## src/rtl/sec_guard_pkg.sv

```systemverilog
// Shared types and helpers for the write-protect / security lock controller.
// Assumes five event sources in a fixed bit order used by status and policy masks.
package sec_guard_pkg;

    localparam int EV_N      = 5;
    localparam int EV_KEYBUS = 0;
    localparam int EV_WPV    = 1;
    localparam int EV_GLITCH = 2;
    localparam int EV_SEQ    = 3;
    localparam int EV_SWE    = 4;

    typedef struct packed {
        logic [2:0] policy;
        logic       first_err;
        logic       prot_ctrl;
        logic       prot_irq;
        logic       prot_cfg;
    } mode_t;

    // Event sources that a given policy value reacts to.
    function automatic logic [EV_N-1:0] policy_group(input logic [2:0] pol);
        logic [EV_N-1:0] grp_a;
        logic [EV_N-1:0] grp_b;
        grp_a = '0;
        grp_b = '0;
        grp_a[EV_KEYBUS] = 1'b1;
        grp_a[EV_WPV]    = 1'b1;
        grp_a[EV_SWE]    = 1'b1;
        grp_b[EV_GLITCH] = 1'b1;
        grp_b[EV_SEQ]    = 1'b1;
        case (pol)
            3'd1, 3'd4: return grp_a;
            3'd2, 3'd5: return grp_b;
            3'd3, 3'd6: return grp_a | grp_b;
            default:    return '0;
        endcase
    endfunction

endpackage

```

## src/rtl/sec_guard_wprot.sv

```systemverilog
// Mode register plus write filter. Holds the policy, first-error and protection
// enables, and refuses writes to protected register regions.
// Assumes the region is given by the top two address bits, with 00 the block's own registers.
module sec_guard_wprot
    import sec_guard_pkg::*;
#(
    parameter int          ADDR_W = 4,
    parameter int          KEY_W  = 24,
    parameter logic [23:0] KEY    = 24'h414553
) (
    input  logic              clk,
    input  logic              rst_n,
    input  logic              bus_wr,
    input  logic [ADDR_W-1:0] bus_addr,
    input  logic [31:0]       bus_wdata,
    output mode_t             mode,
    output logic              fwd_we,
    output logic              wpv_evt
);

    localparam logic [ADDR_W-1:0] IDX_MODE = '0;
    localparam int                KEY_LSB  = 32 - KEY_W;

    logic [1:0] region;
    logic       mode_wr;
    logic       key_ok;
    logic       blocked;

    assign region  = bus_addr[ADDR_W-1 -: 2];
    assign mode_wr = bus_wr && (bus_addr == IDX_MODE);
    assign key_ok  = (bus_wdata[31:KEY_LSB] == KEY[KEY_W-1:0]);

    // Mode register update: policy and first-error always, enables only with the key.
    always_ff @(posedge clk) begin
        if (!rst_n) begin
            mode <= '0;
        end else if (mode_wr) begin
            mode.policy    <= bus_wdata[7:5];
            mode.first_err <= bus_wdata[4];
            if (key_ok) begin
                mode.prot_ctrl <= bus_wdata[2];
                mode.prot_irq  <= bus_wdata[1];
                mode.prot_cfg  <= bus_wdata[0];
            end
        end
    end

    // Region protection check on incoming engine writes.
    always_comb begin
        case (region)
            2'b01:   blocked = mode.prot_cfg;
            2'b10:   blocked = mode.prot_irq;
            2'b11:   blocked = mode.prot_ctrl;
            default: blocked = 1'b0;
        endcase
    end

    assign wpv_evt = bus_wr && blocked;
    assign fwd_we  = bus_wr && (region != 2'b00) && !blocked;

    assert_badkey_keeps_prot_R1: assert property (@(posedge clk) disable iff (!rst_n)
        (mode_wr && !key_ok) |=> $stable({mode.prot_ctrl, mode.prot_irq, mode.prot_cfg}));

    assert_policy_written_R2: assert property (@(posedge clk) disable iff (!rst_n)
        mode_wr |=> (mode.policy == $past(bus_wdata[7:5])));

endmodule

```

## src/rtl/sec_guard_evt.sv

```systemverilog
// Sticky event flags, violation index / error type capture and the security interrupt.
// Assumes event inputs are single-cycle pulses. A status read clears all but the sequence flag.
module sec_guard_evt
    import sec_guard_pkg::*;
#(
    parameter int ADDR_W = 4,
    parameter int SWT_W  = 3
) (
    input  logic              clk,
    input  logic              rst_n,
    input  logic [EV_N-1:0]   ev_in,
    input  logic [ADDR_W-1:0] wpv_idx_in,
    input  logic [SWT_W-1:0]  swe_type_in,
    input  logic              first_err,
    input  logic              stat_rd,
    input  logic              soft_rst,
    output logic [EV_N-1:0]   flags,
    output logic [ADDR_W-1:0] wpv_idx,
    output logic [SWT_W-1:0]  swe_type,
    output logic              sec_irq
);

    logic [EV_N-1:0] rd_clr;
    logic [EV_N-1:0] flags_kept;
    logic            seq_acked;
    logic            take_wpv;
    logic            take_swe;

    // Flags a status read clears: all except the sequence flag.
    always_comb begin
        rd_clr = '0;
        if (stat_rd) begin
            rd_clr         = '1;
            rd_clr[EV_SEQ] = 1'b0;
        end
        if (soft_rst && seq_acked) begin
            rd_clr[EV_SEQ] = 1'b1;
        end
    end

    assign flags_kept = flags & ~rd_clr;
    assign take_wpv   = ev_in[EV_WPV] && !(first_err && flags_kept[EV_WPV]);
    assign take_swe   = ev_in[EV_SWE] && !(first_err && flags_kept[EV_SWE]);

    // Sticky flags: clear first, then new events win.
    always_ff @(posedge clk) begin
        if (!rst_n) flags <= '0;
        else        flags <= flags_kept | ev_in;
    end

    // Sequence-flag acknowledge: a status read while set arms the soft-reset clear.
    always_ff @(posedge clk) begin
        if (!rst_n)                                 seq_acked <= 1'b0;
        else if (soft_rst && seq_acked)             seq_acked <= 1'b0;
        else if (stat_rd && flags[EV_SEQ])          seq_acked <= 1'b1;
    end

    // Violation index capture, first or latest of a series.
    always_ff @(posedge clk) begin
        if (!rst_n)        wpv_idx <= '0;
        else if (take_wpv) wpv_idx <= wpv_idx_in;
        else if (stat_rd)  wpv_idx <= '0;
    end

    // Software-error type capture, first or latest of a series.
    always_ff @(posedge clk) begin
        if (!rst_n)        swe_type <= '0;
        else if (take_swe) swe_type <= swe_type_in;
        else if (stat_rd)  swe_type <= '0;
    end

    // Security interrupt: raised at the first error of a series, dropped by a status read.
    always_ff @(posedge clk) begin
        if (!rst_n)                             sec_irq <= 1'b0;
        else if ((|ev_in) && (flags_kept == '0)) sec_irq <= 1'b1;
        else if (stat_rd)                       sec_irq <= 1'b0;
    end

    assert_wpv_sticky_R3: assert property (@(posedge clk) disable iff (!rst_n)
        ev_in[EV_WPV] |=> flags[EV_WPV]);

    assert_first_kept_R9: assert property (@(posedge clk) disable iff (!rst_n)
        (first_err && flags[EV_WPV] && !stat_rd) |=> $stable(wpv_idx));

    assert_seq_needs_softrst_R11: assert property (@(posedge clk) disable iff (!rst_n)
        $fell(flags[EV_SEQ]) |-> $past(soft_rst));

    assert_irq_on_event_R10: assert property (@(posedge clk) disable iff (!rst_n)
        $rose(sec_irq) |-> $past(|ev_in));

endmodule

```

## src/rtl/sec_guard_lock.sv

```systemverilog
// Lock policy: sets the lock on a triggering event, wipes the key for wipe policies,
// and releases on unlock once the group's flags are clear. Events beat unlocks.
module sec_guard_lock
    import sec_guard_pkg::*;
(
    input  logic            clk,
    input  logic            rst_n,
    input  logic [2:0]      policy,
    input  logic [EV_N-1:0] ev_in,
    input  logic [EV_N-1:0] flags,
    input  logic            unlock,
    output logic            locked,
    output logic            key_clear
);

    logic [EV_N-1:0] grp;
    logic            trig;
    logic            pending;

    assign grp     = policy_group(policy);
    assign trig    = |(ev_in & grp);
    assign pending = |(flags & grp);

    // Lock level: a trigger sets it, an unlock with no pending source clears it.
    always_ff @(posedge clk) begin
        if (!rst_n)                  locked <= 1'b0;
        else if (trig)               locked <= 1'b1;
        else if (unlock && !pending) locked <= 1'b0;
    end

    // Key wipe pulse for the wipe policies, on the edge that first sets the lock.
    always_ff @(posedge clk) begin
        if (!rst_n) key_clear <= 1'b0;
        else        key_clear <= trig && policy[2] && !locked;
    end

    assert_lock_needs_policy_R5: assert property (@(posedge clk) disable iff (!rst_n)
        $rose(locked) |-> ($past(policy) != 3'd0));

    assert_wipe_with_lock_R7: assert property (@(posedge clk) disable iff (!rst_n)
        key_clear |-> locked);

    assert_release_by_unlock_R8: assert property (@(posedge clk) disable iff (!rst_n)
        $fell(locked) |-> $past(unlock));

endmodule

```

## src/rtl/sec_guard.sv

```systemverilog
// Top of the keyed write-protect and security lock controller. Decodes the block's own
// registers (0 mode, 1 status, 2 command), merges event sources and gates start requests.
// Assumes ADDR_W <= 4 and SWT_W <= 4 so the captured codes fit their status fields.
module sec_guard
    import sec_guard_pkg::*;
#(
    parameter int ADDR_W = 4,
    parameter int SWT_W  = 3
) (
    input  logic              clk,
    input  logic              rst_n,
    input  logic              bus_wr,
    input  logic              bus_rd,
    input  logic [ADDR_W-1:0] bus_addr,
    input  logic [31:0]       bus_wdata,
    output logic [31:0]       bus_rdata,
    output logic              fwd_we,
    input  logic              ev_keybus,
    input  logic              ev_glitch,
    input  logic              ev_seq,
    input  logic              ev_swe,
    input  logic [SWT_W-1:0]  swe_type,
    input  logic              start_req,
    output logic              start_grant,
    output logic              locked,
    output logic              key_clear,
    output logic              sec_irq
);

    localparam logic [ADDR_W-1:0] IDX_MODE = ADDR_W'(0);
    localparam logic [ADDR_W-1:0] IDX_STAT = ADDR_W'(1);
    localparam logic [ADDR_W-1:0] IDX_CMD  = ADDR_W'(2);
    localparam int                IDX_LSB  = 8;
    localparam int                SWT_LSB  = 12;

    mode_t             mode;
    logic              wpv_evt;
    logic [EV_N-1:0]   ev_all;
    logic [EV_N-1:0]   flags;
    logic [ADDR_W-1:0] wpv_idx;
    logic [SWT_W-1:0]  swe_type_q;
    logic              stat_rd;
    logic              cmd_wr;
    logic              unlock;
    logic              soft_rst;

    assign stat_rd  = bus_rd && (bus_addr == IDX_STAT);
    assign cmd_wr   = bus_wr && (bus_addr == IDX_CMD);
    assign unlock   = cmd_wr && bus_wdata[0];
    assign soft_rst = cmd_wr && bus_wdata[1];

    // Event vector in the package's bit order.
    always_comb begin
        ev_all             = '0;
        ev_all[EV_KEYBUS]  = ev_keybus;
        ev_all[EV_WPV]     = wpv_evt;
        ev_all[EV_GLITCH]  = ev_glitch;
        ev_all[EV_SEQ]     = ev_seq;
        ev_all[EV_SWE]     = ev_swe;
    end

    sec_guard_wprot #(.ADDR_W(ADDR_W)) u_wprot (
        .clk       (clk),
        .rst_n     (rst_n),
        .bus_wr    (bus_wr),
        .bus_addr  (bus_addr),
        .bus_wdata (bus_wdata),
        .mode      (mode),
        .fwd_we    (fwd_we),
        .wpv_evt   (wpv_evt)
    );

    sec_guard_evt #(.ADDR_W(ADDR_W), .SWT_W(SWT_W)) u_evt (
        .clk         (clk),
        .rst_n       (rst_n),
        .ev_in       (ev_all),
        .wpv_idx_in  (bus_addr),
        .swe_type_in (swe_type),
        .first_err   (mode.first_err),
        .stat_rd     (stat_rd),
        .soft_rst    (soft_rst),
        .flags       (flags),
        .wpv_idx     (wpv_idx),
        .swe_type    (swe_type_q),
        .sec_irq     (sec_irq)
    );

    sec_guard_lock u_lock (
        .clk       (clk),
        .rst_n     (rst_n),
        .policy    (mode.policy),
        .ev_in     (ev_all),
        .flags     (flags),
        .unlock    (unlock),
        .locked    (locked),
        .key_clear (key_clear)
    );

    // Read-data mux for the block's own registers; key bits always read zero.
    always_comb begin
        bus_rdata = '0;
        if (bus_addr == IDX_MODE) begin
            bus_rdata[7:5] = mode.policy;
            bus_rdata[4]   = mode.first_err;
            bus_rdata[2]   = mode.prot_ctrl;
            bus_rdata[1]   = mode.prot_irq;
            bus_rdata[0]   = mode.prot_cfg;
        end else if (bus_addr == IDX_STAT) begin
            bus_rdata[EV_N-1:0]              = flags;
            bus_rdata[IDX_LSB +: ADDR_W]     = wpv_idx;
            bus_rdata[SWT_LSB +: SWT_W]      = swe_type_q;
        end
    end

    assign start_grant = start_req && !locked;

    assert_no_grant_locked_R6: assert property (@(posedge clk) disable iff (!rst_n)
        locked |-> !start_grant);

endmodule

```

## config.mk

```make
export PLATFORM = sky130hd
export DESIGN_NAME = sec_guard
export DESIGN_NICKNAME = d
export VERILOG_FILES = /design/src/rtl/sec_guard_pkg.sv /design/src/rtl/sec_guard_wprot.sv /design/src/rtl/sec_guard_evt.sv /design/src/rtl/sec_guard_lock.sv /design/src/rtl/sec_guard.sv
export SDC_FILE = /design/constraint.sdc
export NUM_CORES = 1
export LEC_CHECK = 0
export ABC_AREA = 1
export BUFFER_PORTS_ARGS = -buffer_cell sky130_fd_sc_hd__buf_2
export CORE_MARGIN = 2
export CORE_UTILIZATION = 49
export DETAILED_ROUTE_END_ITERATION = 7
export PLACE_DENSITY_LB_ADDON = 0.2
export SLEW_MARGIN = 20
export SYNTH_ARGS = -nofsm -noshare
export SYNTH_HDL_FRONTEND = slang
export SYNTH_HIERARCHICAL = 1
export SYNTH_SLANG_ARGS = --single-unit
```

## constraint.sdc

```tcl
create_clock -name clk -period 2.75 [get_ports clk]
set_input_delay 0.55 -clock clk [delete_from_list [all_inputs] [get_ports clk]]
set_output_delay 0.55 -clock clk [all_outputs]
set_load 0.01 [all_outputs]
```

==> qor.csv, run 1 <==
stage;metric;value;unit
power_and_ir_drop;comb_power_share;21.6;%
timing;tightestPinTransition;0.636;ns
cts;holdBufCountCts;0;
cts;insertion_delay;0.31;ns
finish;n_fill_cell;384;
run;max_cap_violations;0;
detailed_routing;wl_per_cell;9.54;µm
logic_synthesis;synthTopCellsByArea;dfxtp_1, inv_1, nor2_1;
grt;grt_pass1_wl;6560;µm
logic_synthesis;synthSimpleGateAreaFrac;43.8;%
logic_synthesis;synth_flop_cell;dfxtp_1;
logic_synthesis;async_flop_share;0;%
logic_synthesis;synth_top_area_share;27.5;%
logic_synthesis;syn_area;0.00168;mm²
min_path;min_path_type;in -> reg;
detailed_routing;drc_errors;0;
placement;dp_hpwl;2970;µm
logic_synthesis;ys_seq_area_share;27.5;%
cts;clk_pin_slew;0.13;ns
timing;fmaxAchievable;499;MHz
timing;finClkSkew;0.00138;ns
cts;postCtsSetupRepairBufs;0;
detailed_routing;dr_total_vias;1725;
detailed_routing;drt_pass1_iterations;4;
floorplanning;rows;21;
finish;seqCellArea;460;µm²
detailed_routing;drt_wl_total;3660;µm
critical_path;reg2regPathDepth;7;
cts;clockBufferDepth;2;
power_and_ir_drop;seq_power_share;54.5;%
min_path;min_from;bus_wdata[5];
floorplanning;initial_core_util;50.6;%
logic_synthesis;synth.distinct_cells;25;
floorplanning;io_pins;85;
finish;syn_to_final_growth;19.1;%
min_path;hold_end;u_wprot/mode[4]$_SDFFE_PN0P_;
logic_synthesis;syn_inst;272;
critical_path;endpoint_kind;output port;
timing;slew_violations;0;
logic_synthesis;ys_seq_elements;23;
critical_path;r2r-end;u_lock/locked$_SDFFE_PN0P_;
placement;io_buffers;66;
detailed_routing;ant_nets;0;
min_path;hold_depth;3;
placement;gp_congestion;0.869;
logic_synthesis;synth-edff-count;0;
logic_synthesis;avgSynthCellArea;6.16;µm²
cts;ctsHtreeMaxLevel;1;
cts;ctsResizeCount;0;
grt;grt_pass1_vias;1596;
grt;grt_start_max_net_pins;15;
critical_path;worst_ep_required_time;2.20;ns
critical_path;crit_type;in -> out;
critical_path;timing.rr.start;u_wprot/mode[1]$_SDFFE_PN0P_;
power_and_ir_drop;intPower;0.000455;W
timing;hold_viol;0;
timing;period_share;72.9;%
logic_synthesis;synth_top_family_by_area;simple AND/OR/NAND/NOR gates;
power_and_ir_drop;power_leakage;1.08;nW
timing;slew_headroom;57.5;%
outcome;status;finished, final reports clean;
logic_synthesis;synth.area.mux_share;0;%
power_and_ir_drop;power_density;327;mW/mm²
cts;clockRootBuffer;clkbuf_4;
critical_path;r2r_slack;1.15;ns
critical_path;startpoint_type;input pin;
timing;setup_viol;0;
cts;cts_buffers;3;
critical_path;critPathArrivalTime;1.45;ns
logic_synthesis;synth_xor_area_share;0;%
finish;drive_gt1_share;29.3;%
power_and_ir_drop;max-vdd-ir-drop;0.000204;V
finish;nets;387;
timing;grt_setup_unrepaired;false;
power_and_ir_drop;switching_power;0.000197;W
detailed_routing;via_per_inst;4.49;
finish;diodes;0;
logic_synthesis;ys_warn_count;6;
timing;min_period;2.00;ns
grt;grt-ovfl-total;0;
logic_synthesis;synth-compound-area-share;7.62;%
cts;cts_tree;yes;
cts;cts_sinks;23;
timing;setup_ws;0.745;ns
critical_path;worstPathMaxFanout;11;
placement;dp_slack;0.656;ns
floorplanning;die_area;0.00390;mm²
detailed_routing;drt_iter0_drc;68;
floorplanning;die_x;62.5;µm
finish;multi_input_area;925;µm²
logic_synthesis;synth_commonest_cells;inv_1, nor2_1, nand2_1;
timing;final.setup.tns;0;ns
power_and_ir_drop;sw_frac_of_total;30.2;%
floorplanning;core_area;0.00331;mm²
power_and_ir_drop;finalPower;0.000652;W
grt;grt_use_total;20.1;%
logic_synthesis;synthAdderAreaFrac;0;%
power_and_ir_drop;power_frac_clock;23.9;%
floorplanning;fp.dieH;62.5;µm
finish;final_util;60.3;%
grt;antenna_found_initial;0;
logic_synthesis;yosys.area.top_type;dfxtp_1;
==> logic make-up (layout without fill, tap and decap cells) <==
kind of cell | after synthesis | count (layout)
other cells | 1 | 17
buf+inv | 72 | 122
compound gates | 24 | 24
simple gates | 152 | 152
flops | 23 | 23
==> layer usage <==
layer  wire length (µm)  global-route usage, %
met1               1710                   26.4
met2               1660                   34.1
met3                271                   4.50
met4                 18                   3.33
met5                  0                      0
==> final cells by class <==
| cell class | instances | share of cell area (%) |
|---|---|---|
| Multi-Input combinational cell | 193 | 46.3 |
| Clock buffer | 3 | 1.13 |
| Inverter | 52 | 9.78 |
| Sequential cell | 23 | 23.1 |
| Clock inverter | 1 | 0.251 |
| Tap cell | 46 | 2.88 |
| Timing Repair Buffer | 66 | 16.6 |
==> critical path, stage by stage <==
cell and delay (ns):
buf_2 0.15, nor2_4 0.32, nand2_4 0.16, nor2_1 0.13
buf_2 0.14
==> stage by stage <==
stage	instances	hold WS, ns	cell area (µm²)
floorplan	288	0.437	1740
global placement	380	0.450	1970
detailed placement	380	0.456	1970
CTS	384	0.455	2000
global route	384	0.467	2000
finish	384	0.455	2000
==> state kept, by name, indices dropped and copies added, names as in the netlist <==
| register | cells |
|---|---|
| u_wprot/mode | 7 |
| u_evt/flags | 5 |
| u_evt/wpv_idx | 4 |
| u_evt/swe_type | 3 |
| u_evt/sec_irq | 1 |
| u_evt/seq_acked | 1 |
| u_lock/key_clear | 1 |
| u_lock/locked | 1 |
==> how the worst max path moves through the flow <==
| stage | start | end | slack [ns] | cells past startpoint |
|---|---|---|---|---|
| 2_1_floorplan | bus_addr[2] | fwd_we | 1.10 | 4 |
| 3_3_place_gp | bus_addr[3] | u_evt/swe_type[2]$_SDFFE_PN0P_ | 0.68 | 9 |
| 3_5_place_dp | bus_addr[3] | u_evt/swe_type[2]$_SDFFE_PN0P_ | 0.66 | 9 |
| 4_1_cts | bus_addr[3] | bus_rdata[11] | 0.75 | 5 |
| 5_1_grt | bus_addr[3] | bus_rdata[11] | 0.65 | 5 |
| 6_report | bus_addr[3] | bus_rdata[11] | 0.75 | 5 |
==> cell usage in the layout, fill, tap and decap left out, drive strengths merged <==
master and count:
clkbuf 3, nor3 1, nand2 48, nand3 33, inv 52, conb 17
o21ai 9, nor2 66, buf 66, a21oi 14, clkinv 1, a2bb2oi 1
nand4 2, or2 2, dfxtp 23
==> power groups by stage <==
stage	Clock, W	Combinational (W)	Sequential (W)
finish	0.000156	0.000141	0.000356
global route	0.000176	0.000163	0.000358
CTS	0.000160	0.000140	0.000356
detailed placement	0	0.000140	0.000363
global placement	0	0.000138	0.000363
floorplan	0	0.000100	0.000361
Note: power is estimated with default switching activity, not from simulation.
==> run 2, diff against run 1 <==
Settings changed: CORE_UTILIZATION 49 to 41.
Clock period 2.75 ns to 1.71 ns, I/O delays scaled along.
==> run 2 against run 1 <==
  * Sequential share of layout area shrank 0.69 points
  * Final cell count grew 2.3%
  * Via count rose by 1.1%
  * Clock power increased by 120%
  * Global-route usage fell by 2.3 points
  * Critical path depth unchanged
  * Worst hold slack lost 0.16 ns
  * Setup slack got worse by 0.65 ns
  * Sequential cell count is the same
  * Critical path type is now reg -> out
  * Largest cell class unchanged
==> qor.csv, run 2 (synthesis results as in run 1) <==
stage;metric;value;unit;change
outcome;status;finished, final reports clean;;unchanged
critical_path;crit_path_start;u_wprot/mode[1]$_SDFFE_PN0P_;;was bus_addr[3]
placement;dp_slack;-0.0196;ns;was 0.656 ns
timing;hold_viol;0;;unchanged
critical_path;timing.rr.start;u_wprot/mode[1]$_SDFFE_PN0P_;;unchanged
grt;grt_pass1_vias;1572;;was 1596
detailed_routing;wl_per_cell;9.89;µm;was 9.54 µm
cts;ctsResizeCount;0;;unchanged
timing;slew_violations;0;;unchanged
finish;post-route-cell-area;0.00206;mm²;was 0.00200 mm²
run;max_cap_violations;0;;unchanged
timing;setup_viol;0;;unchanged
min_path;hold_end;u_wprot/mode[4]$_SDFFE_PN0P_;;unchanged
finish;largest_reg_flops;7;;unchanged
critical_path;reg2regPathDepth;7;;unchanged
timing;hold_ws;0.296;ns;was 0.455 ns
cts;cts_tree;yes;;unchanged
timing;tightestPinTransition;0.615;ns;was 0.636 ns
cts;clockRootBuffer;clkbuf_8;;was clkbuf_4
detailed_routing;dr_total_vias;1744;;was 1725
power_and_ir_drop;comb_power_share;20.3;%;was 21.6%
detailed_routing;drt_iter0_drc;78;;was 68
grt;grt_pass1_wl;6310;µm;was 6560 µm
finish;top_regs;u_wprot/mode x7, u_evt/flags x5, u_evt/wpv_idx x4;;unchanged
critical_path;startpoint_type;flop;;was input pin
power_and_ir_drop;power_frac_clock;30.0;%;was 23.9%
floorplanning;rows;23;;was 21
power_and_ir_drop;max-vdd-ir-drop;0.000340;V;was 0.000204 V
power_and_ir_drop;sw_frac_of_total;29.4;%;was 30.2%
power_and_ir_drop;intPower;0.000811;W;was 0.000455 W
critical_path;worst_ep_required_time;1.37;ns;was 2.20 ns
grt;grt_start_max_net_pins;14;;was 15
power_and_ir_drop;power_leakage;1.11;nW;was 1.08 nW
grt;grt-ovfl-total;0;;unchanged
floorplanning;initial_core_util;42.2;%;was 50.6%
min_path;min_from;bus_wdata[5];;unchanged
placement;gp_congestion;0.782;;was 0.869
cts;clockBufferDepth;2;;unchanged
placement;io_buffers;66;;unchanged
cts;postCtsSetupRepairBufs;0;;unchanged
cts;cts_buffers;3;;unchanged
cts;insertion_delay;0.26;ns;was 0.31 ns
floorplanning;io_pins;85;;unchanged
timing;fmaxAchievable;619;MHz;
power_and_ir_drop;seq_power_share;49.7;%;was 54.5%
timing;setup_ws;0.0943;ns;was 0.745 ns
detailed_routing;ant_nets;0;;unchanged
critical_path;r2r_slack;0.16;ns;was 1.15 ns
cts;cts_sinks;23;;unchanged
finish;final_util;51.8;%;was 60.3%
placement;dp_hpwl;3190;µm;was 2970 µm
cts;clk_pin_slew;0.09;ns;was 0.13 ns
power_and_ir_drop;finalPower;0.00115;W;was 0.000652 W
finish;mostFrequentLayoutCell;buf_2;;unchanged
floorplanning;die_x;67.9;µm;was 62.5 µm
finish;seqCellArea;460;µm²;unchanged
timing;slew_headroom;58.8;%;was 57.5%
finish;n_fill_cell;429;;was 384
min_path;hold_depth;3;;unchanged
detailed_routing;via_per_inst;4.44;;was 4.49
cts;ctsHtreeMaxLevel;1;;unchanged
power_and_ir_drop;power_density;559;mW/mm²;was 327 mW/mm²
critical_path;endpoint_kind;output port;;unchanged
timing;period_share;94.5;%;
finish;nets;392;;was 387
detailed_routing;drc_errors;0;;unchanged
finish;syn_to_final_growth;22.8;%;was 19.1%
grt;antenna_found_initial;0;;unchanged
finish;regMostFlops;u_wprot/mode;;unchanged
critical_path;r2r-end;u_lock/locked$_SDFFE_PN0P_;;unchanged
timing;grt_setup_unrepaired;false;;unchanged
power_and_ir_drop;switching_power;0.000338;W;was 0.000197 W
floorplanning;fp.dieH;67.9;µm;was 62.5 µm
timing;min_period;1.62;ns;
finish;final_cell_mix;buf_2, inv_1, nor2_1, nand2_1, nand3_1;;unchanged
grt;grt_use_total;17.8;%;was 20.1%
placement;place_area;0.00201;mm²;was 0.00197 mm²
critical_path;critPathArrivalTime;1.27;ns;was 1.45 ns
cts;holdBufCountCts;0;;unchanged
min_path;min_path_type;in -> reg;;unchanged
finish;diodes;0;;unchanged
finish;drive_gt1_share;30.3;%;was 29.3%
floorplanning;core_area;0.00397;mm²;was 0.00331 mm²
detailed_routing;drt_wl_total;3890;µm;was 3660 µm
floorplanning;die_area;0.00461;mm²;was 0.00390 mm²
detailed_routing;drt_pass1_iterations;4;;unchanged
finish;multi_input_area;925;µm²;unchanged
timing;finClkSkew;0.00117;ns;was 0.00138 ns
critical_path;crit_type;reg -> out;;was in -> out
critical_path;worstPathMaxFanout;3;;was 11
-- run 2: changes by cell type in the layout (fill, tap and decap cells not counted) --
| cell | delta |
|---|---|
| clkbuf_4 | -3 |
| buf_4 | +5 |
| clkbuf_8 | +3 |
-- run 2: how the worst max path moves through the flow --
stage / endpoint / slack (ns) / cells after the start
after CTS: fwd_we / 0.10 / 5
final: fwd_we / 0.09 / 5
after detailed placement: u_lock/locked$_SDFFE_PN0P_ / -0.02 / 9
after global placement: u_lock/locked$_SDFFE_PN0P_ / 0.03 / 8
after global routing: fwd_we / 0.003 / 5
after floorplan: u_lock/locked$_SDFFE_PN0P_ / 0.34 / 8
-- run 2: power groups by stage --
stage          clock, W  combinational [W]  sequential, W
2_1_floorplan         0           0.000161       0.000581
3_3_place_gp          0           0.000229       0.000584
3_5_place_dp          0           0.000234       0.000584
4_1_cts        0.000354           0.000234       0.000572
5_1_grt        0.000377           0.000267       0.000575
6_report       0.000344           0.000234       0.000571
-- run 2: per-stage QoR --
stage / setup TNS (ns) / instances
floorplan: 0 / 288
global placement: 0 / 389
detailed placement: -0.0460 / 389
CTS: 0 / 393
global route: 0 / 393
finish: 0 / 393
-- run 2: final cells by class --
type                            instances  area share, %
Multi-Input combinational cell        193           45.0
Inverter                               52           9.49
Sequential cell                        23           22.4
Tap cell                               50           3.04
Timing Repair Buffer                   71           17.9
Clock inverter                          1          0.243
Clock buffer                            3           2.01
-- run 2: per-layer routing --
metal | track usage [%] | vias up | wire (µm)
li1 | - | 933 | -
met1 | 22.6 | 745 | 1780
met2 | 30.0 | 62 | 1840
met3 | 2.96 | 4 | 224
met4 | 6.75 | 0 | 47
met5 | 0 | - | 0
-- run 2: worst max-delay path, cell delays in order, from the launching register on --
cell	delay, ns
dfxtp_1	0.33
o21ai_0	0.16
a2bb2oi_1	0.22
nand2_1	0.08
nor2_1	0.08
buf_2	0.14
==> run 3, diff against run 2 <==
Settings changed: CORE_UTILIZATION 41 to 43, CTS_BUF_LIST from default to sky130_fd_sc_hd__clkbuf_4 sky130_fd_sc_hd__clkbuf_8, GPL_TIMING_DRIVEN from default to 0, RECOVER_POWER from default to 100.
==> run 3 against run 2 <==
  * Non-clock buffer count grew 15
  * Largest cell class unchanged
  * Largest power group unchanged
  * Sequential power barely moved
  * Combinational power grew 11%
==> qor.csv, run 3 (synthesis results as in run 1) <==
stage;metric;value;unit;change
power_and_ir_drop;sw_frac_of_total;29.4;%;about the same
timing;period_share;92.9;%;was 94.5%
finish;post-route-cell-area;0.00214;mm²;was 0.00206 mm²
cts;postCtsSetupRepairBufs;0;;unchanged
timing;slew_headroom;58.9;%;was 58.8%
cts;holdBufCountCts;0;;unchanged
floorplanning;initial_core_util;45.1;%;was 42.2%
grt;grt_pass1_vias;1647;;was 1572
floorplanning;io_pins;85;;unchanged
timing;slew_violations;0;;unchanged
timing;tightestPinTransition;0.614;ns;was 0.615 ns
timing;final.setup.tns;0;ns;unchanged
finish;final_util;57.6;%;was 51.8%
critical_path;r2r-end;u_lock/key_clear$_SDFF_PN0_;;was u_lock/locked$_SDFFE_PN0P_
placement;place_area;0.00213;mm²;was 0.00201 mm²
timing;setup_viol;0;;unchanged
critical_path;r2r_slack;0.14;ns;was 0.16 ns
floorplanning;die_x;66.4;µm;was 67.9 µm
finish;nets;407;;was 392
finish;final_cell_mix;nor2_1, inv_1, buf_2, nand2_1, nand3_1;;was buf_2, inv_1, nor2_1, nand2_1, nand3_1
cts;cts_buffers;3;;unchanged
power_and_ir_drop;seq_power_share;48.4;%;was 49.7%
critical_path;worstPathMaxFanout;9;;was 3
timing;grt_setup_unrepaired;false;;unchanged
critical_path;crit_type;in -> out;;was reg -> out
power_and_ir_drop;max-vdd-ir-drop;0.000321;V;was 0.000340 V
power_and_ir_drop;comb_power_share;22.0;%;was 20.3%
timing;setup_ws;0.121;ns;was 0.0943 ns
detailed_routing;drt_iter0_drc;84;;was 78
cts;clockBufferDepth;2;;unchanged
floorplanning;rows;22;;was 23
min_path;hold_depth;3;;unchanged
cts;insertion_delay;0.27;ns;was 0.26 ns
critical_path;cp_slowest_stage_delay;0.25;ns;was 0.33 ns
timing;fmaxAchievable;629;MHz;was 619 MHz
critical_path;critPathArrivalTime;1.25;ns;was 1.27 ns
power_and_ir_drop;switching_power;0.000347;W;was 0.000338 W
finish;regMostFlops;u_wprot/mode;;unchanged
finish;drive_gt1_share;27.9;%;was 30.3%
power_and_ir_drop;power_density;552;mW/mm²;was 559 mW/mm²
min_path;min_path_type;in -> reg;;unchanged
placement;gp_congestion;0.815;;was 0.782
cts;ctsHtreeMaxLevel;1;;unchanged
min_path;hold_end;u_wprot/mode[6]$_SDFFE_PN0P_;;was u_wprot/mode[4]$_SDFFE_PN0P_
power_and_ir_drop;intPower;0.000833;W;was 0.000811 W
power_and_ir_drop;power_frac_clock;29.6;%;was 30.0%
cts;cts_sinks;23;;unchanged
grt;antenna_found_initial;0;;unchanged
cts;cts_tree;yes;;unchanged
detailed_routing;ant_nets;0;;unchanged
floorplanning;die_area;0.00441;mm²;was 0.00461 mm²
placement;dp_slack;-0.0753;ns;was -0.0196 ns
run;max_cap_violations;0;;unchanged
finish;largest_reg_flops;7;;unchanged
placement;dp_hpwl;3280;µm;was 3190 µm
detailed_routing;drc_errors;0;;unchanged
critical_path;cp_cell_sequence;clkbuf_2 -> inv_2 -> nor2_4 -> nand2_1 -> nor2_1 -> clkbuf_1;;was o21ai_0 -> a2bb2oi_1 -> nand2_1 -> nor2_1 -> buf_2
detailed_routing;drt_pass1_iterations;4;;unchanged
floorplanning;core_area;0.00372;mm²;was 0.00397 mm²
critical_path;timing.rr.start;u_wprot/mode[1]$_SDFFE_PN0P_;;unchanged
finish;syn_to_final_growth;27.7;%;was 22.8%
detailed_routing;wl_per_cell;9.81;µm;was 9.89 µm
timing;hold_viol;0;;unchanged
cts;clk_pin_slew;0.08;ns;was 0.09 ns
critical_path;reg2regPathDepth;7;;unchanged
floorplanning;fp.dieH;66.4;µm;was 67.9 µm
cts;clockRootBuffer;clkbuf_8;;unchanged
finish;top_regs;u_wprot/mode x7, u_evt/flags x5, u_evt/wpv_idx x4;;unchanged
detailed_routing;drt_wl_total;3980;µm;was 3890 µm
timing;finClkSkew;0.000956;ns;was 0.00117 ns
critical_path;worst_ep_required_time;1.37;ns;about the same
grt;grt_start_max_net_pins;14;;unchanged
critical_path;critical-path-slowest-cell;nand2_1;;was dfxtp_1
placement;io_buffers;66;;unchanged
detailed_routing;dr_total_vias;1804;;was 1744
grt;grt_pass1_wl;6760;µm;was 6310 µm
timing;min_period;1.59;ns;was 1.62 ns
grt;grt-ovfl-total;0;;unchanged
finish;mostFrequentLayoutCell;nor2_1;;was buf_2
power_and_ir_drop;power_leakage;1.11;nW;about the same
outcome;status;finished, final reports clean;;unchanged
finish;n_fill_cell;410;;was 429
critical_path;startpoint_type;input pin;;was flop
min_path;min_from;bus_wdata[7];;was bus_wdata[5]
detailed_routing;via_per_inst;4.44;;about the same
grt;grt_use_total;19.5;%;was 17.8%
finish;diodes;0;;unchanged
critical_path;endpoint_kind;output port;;unchanged
-- run 3: cell count changes in the layout (fill, tap and decap cells not counted), moves of 3 or more --
cell,previous run,this run
buf_2,66,47
buf_4,5,18
clkbuf_1,0,16
clkbuf_2,0,4
nor2_1,50,53
nor2_2,13,10
-- run 3: layer usage --
metal	track usage, %	routed length (µm)	share of wire [%]	vias to the layer above
li1	-	-	-	967
met1	24.6	1790	45	779
met2	33.8	1900	48	53
met3	2.39	244	6.1	5
met4	6.89	46	1.2	0
met5	0	0	0	-
-- run 3: how the worst max path moves through the flow --
stage	from	cells past startpoint	slack, ns	to
after detailed placement	bus_addr[3]	8	-0.08	u_lock/key_clear$_SDFF_PN0_
after CTS	u_wprot/mode[1]$_SDFFE_PN0P_	5	0.07	fwd_we
after floorplan	bus_addr[2]	8	0.34	u_lock/locked$_SDFFE_PN0P_
after global placement	bus_addr[3]	8	-0.02	u_lock/locked$_SDFFE_PN0P_
after global routing	bus_addr[0]	6	0.01	bus_rdata[9]
final	bus_addr[0]	6	0.12	bus_rdata[10]
-- run 3: worst max-delay path: cells and delay by family --
family	cells	cell delay, ns
buf+inv	3	0.36
simple gates	3	0.54
-- run 3: cell type report --
| cell class | count | area (µm²) | area share, % |
|---|---|---|---|
| multi-input combinational | 193 | 916 | 42.8 |
| clock buffer | 3 | 41.3 | 1.93 |
| timing repair buffer | 66 | 310 | 14.5 |
| clock inverter | 1 | 5.00 | 0.234 |
| buffer | 20 | 151 | 7.08 |
| sequential | 23 | 460 | 21.5 |
| inverter | 52 | 195 | 9.12 |
| tap | 48 | 60.1 | 2.81 |
-- run 3: power by group through the flow --
stage                     Sequential, W  Combinational (W)  Clock (W)
final                          0.000571           0.000259   0.000350
after global routing           0.000575           0.000295   0.000381
after CTS                      0.000571           0.000262   0.000351
after detailed placement       0.000584           0.000261          0
after global placement         0.000583           0.000256          0
after floorplan                0.000581           0.000161          0
-- run 3: stage by stage --
step | hold slack (ns) | instances | power (W)
finish | 0.288 | 406 | 0.00118
global route | 0.290 | 406 | 0.00125
CTS | 0.290 | 406 | 0.00118
detailed placement | 0.460 | 402 | 0.000845
global placement | 0.449 | 402 | 0.000839
floorplan | 0.437 | 288 | 0.000743
-- run 3: repair_timing --
action                     CTS  global route
setup endpoints to repair    0             1
hold endpoints to repair     0             0
gates resized for setup      0             2
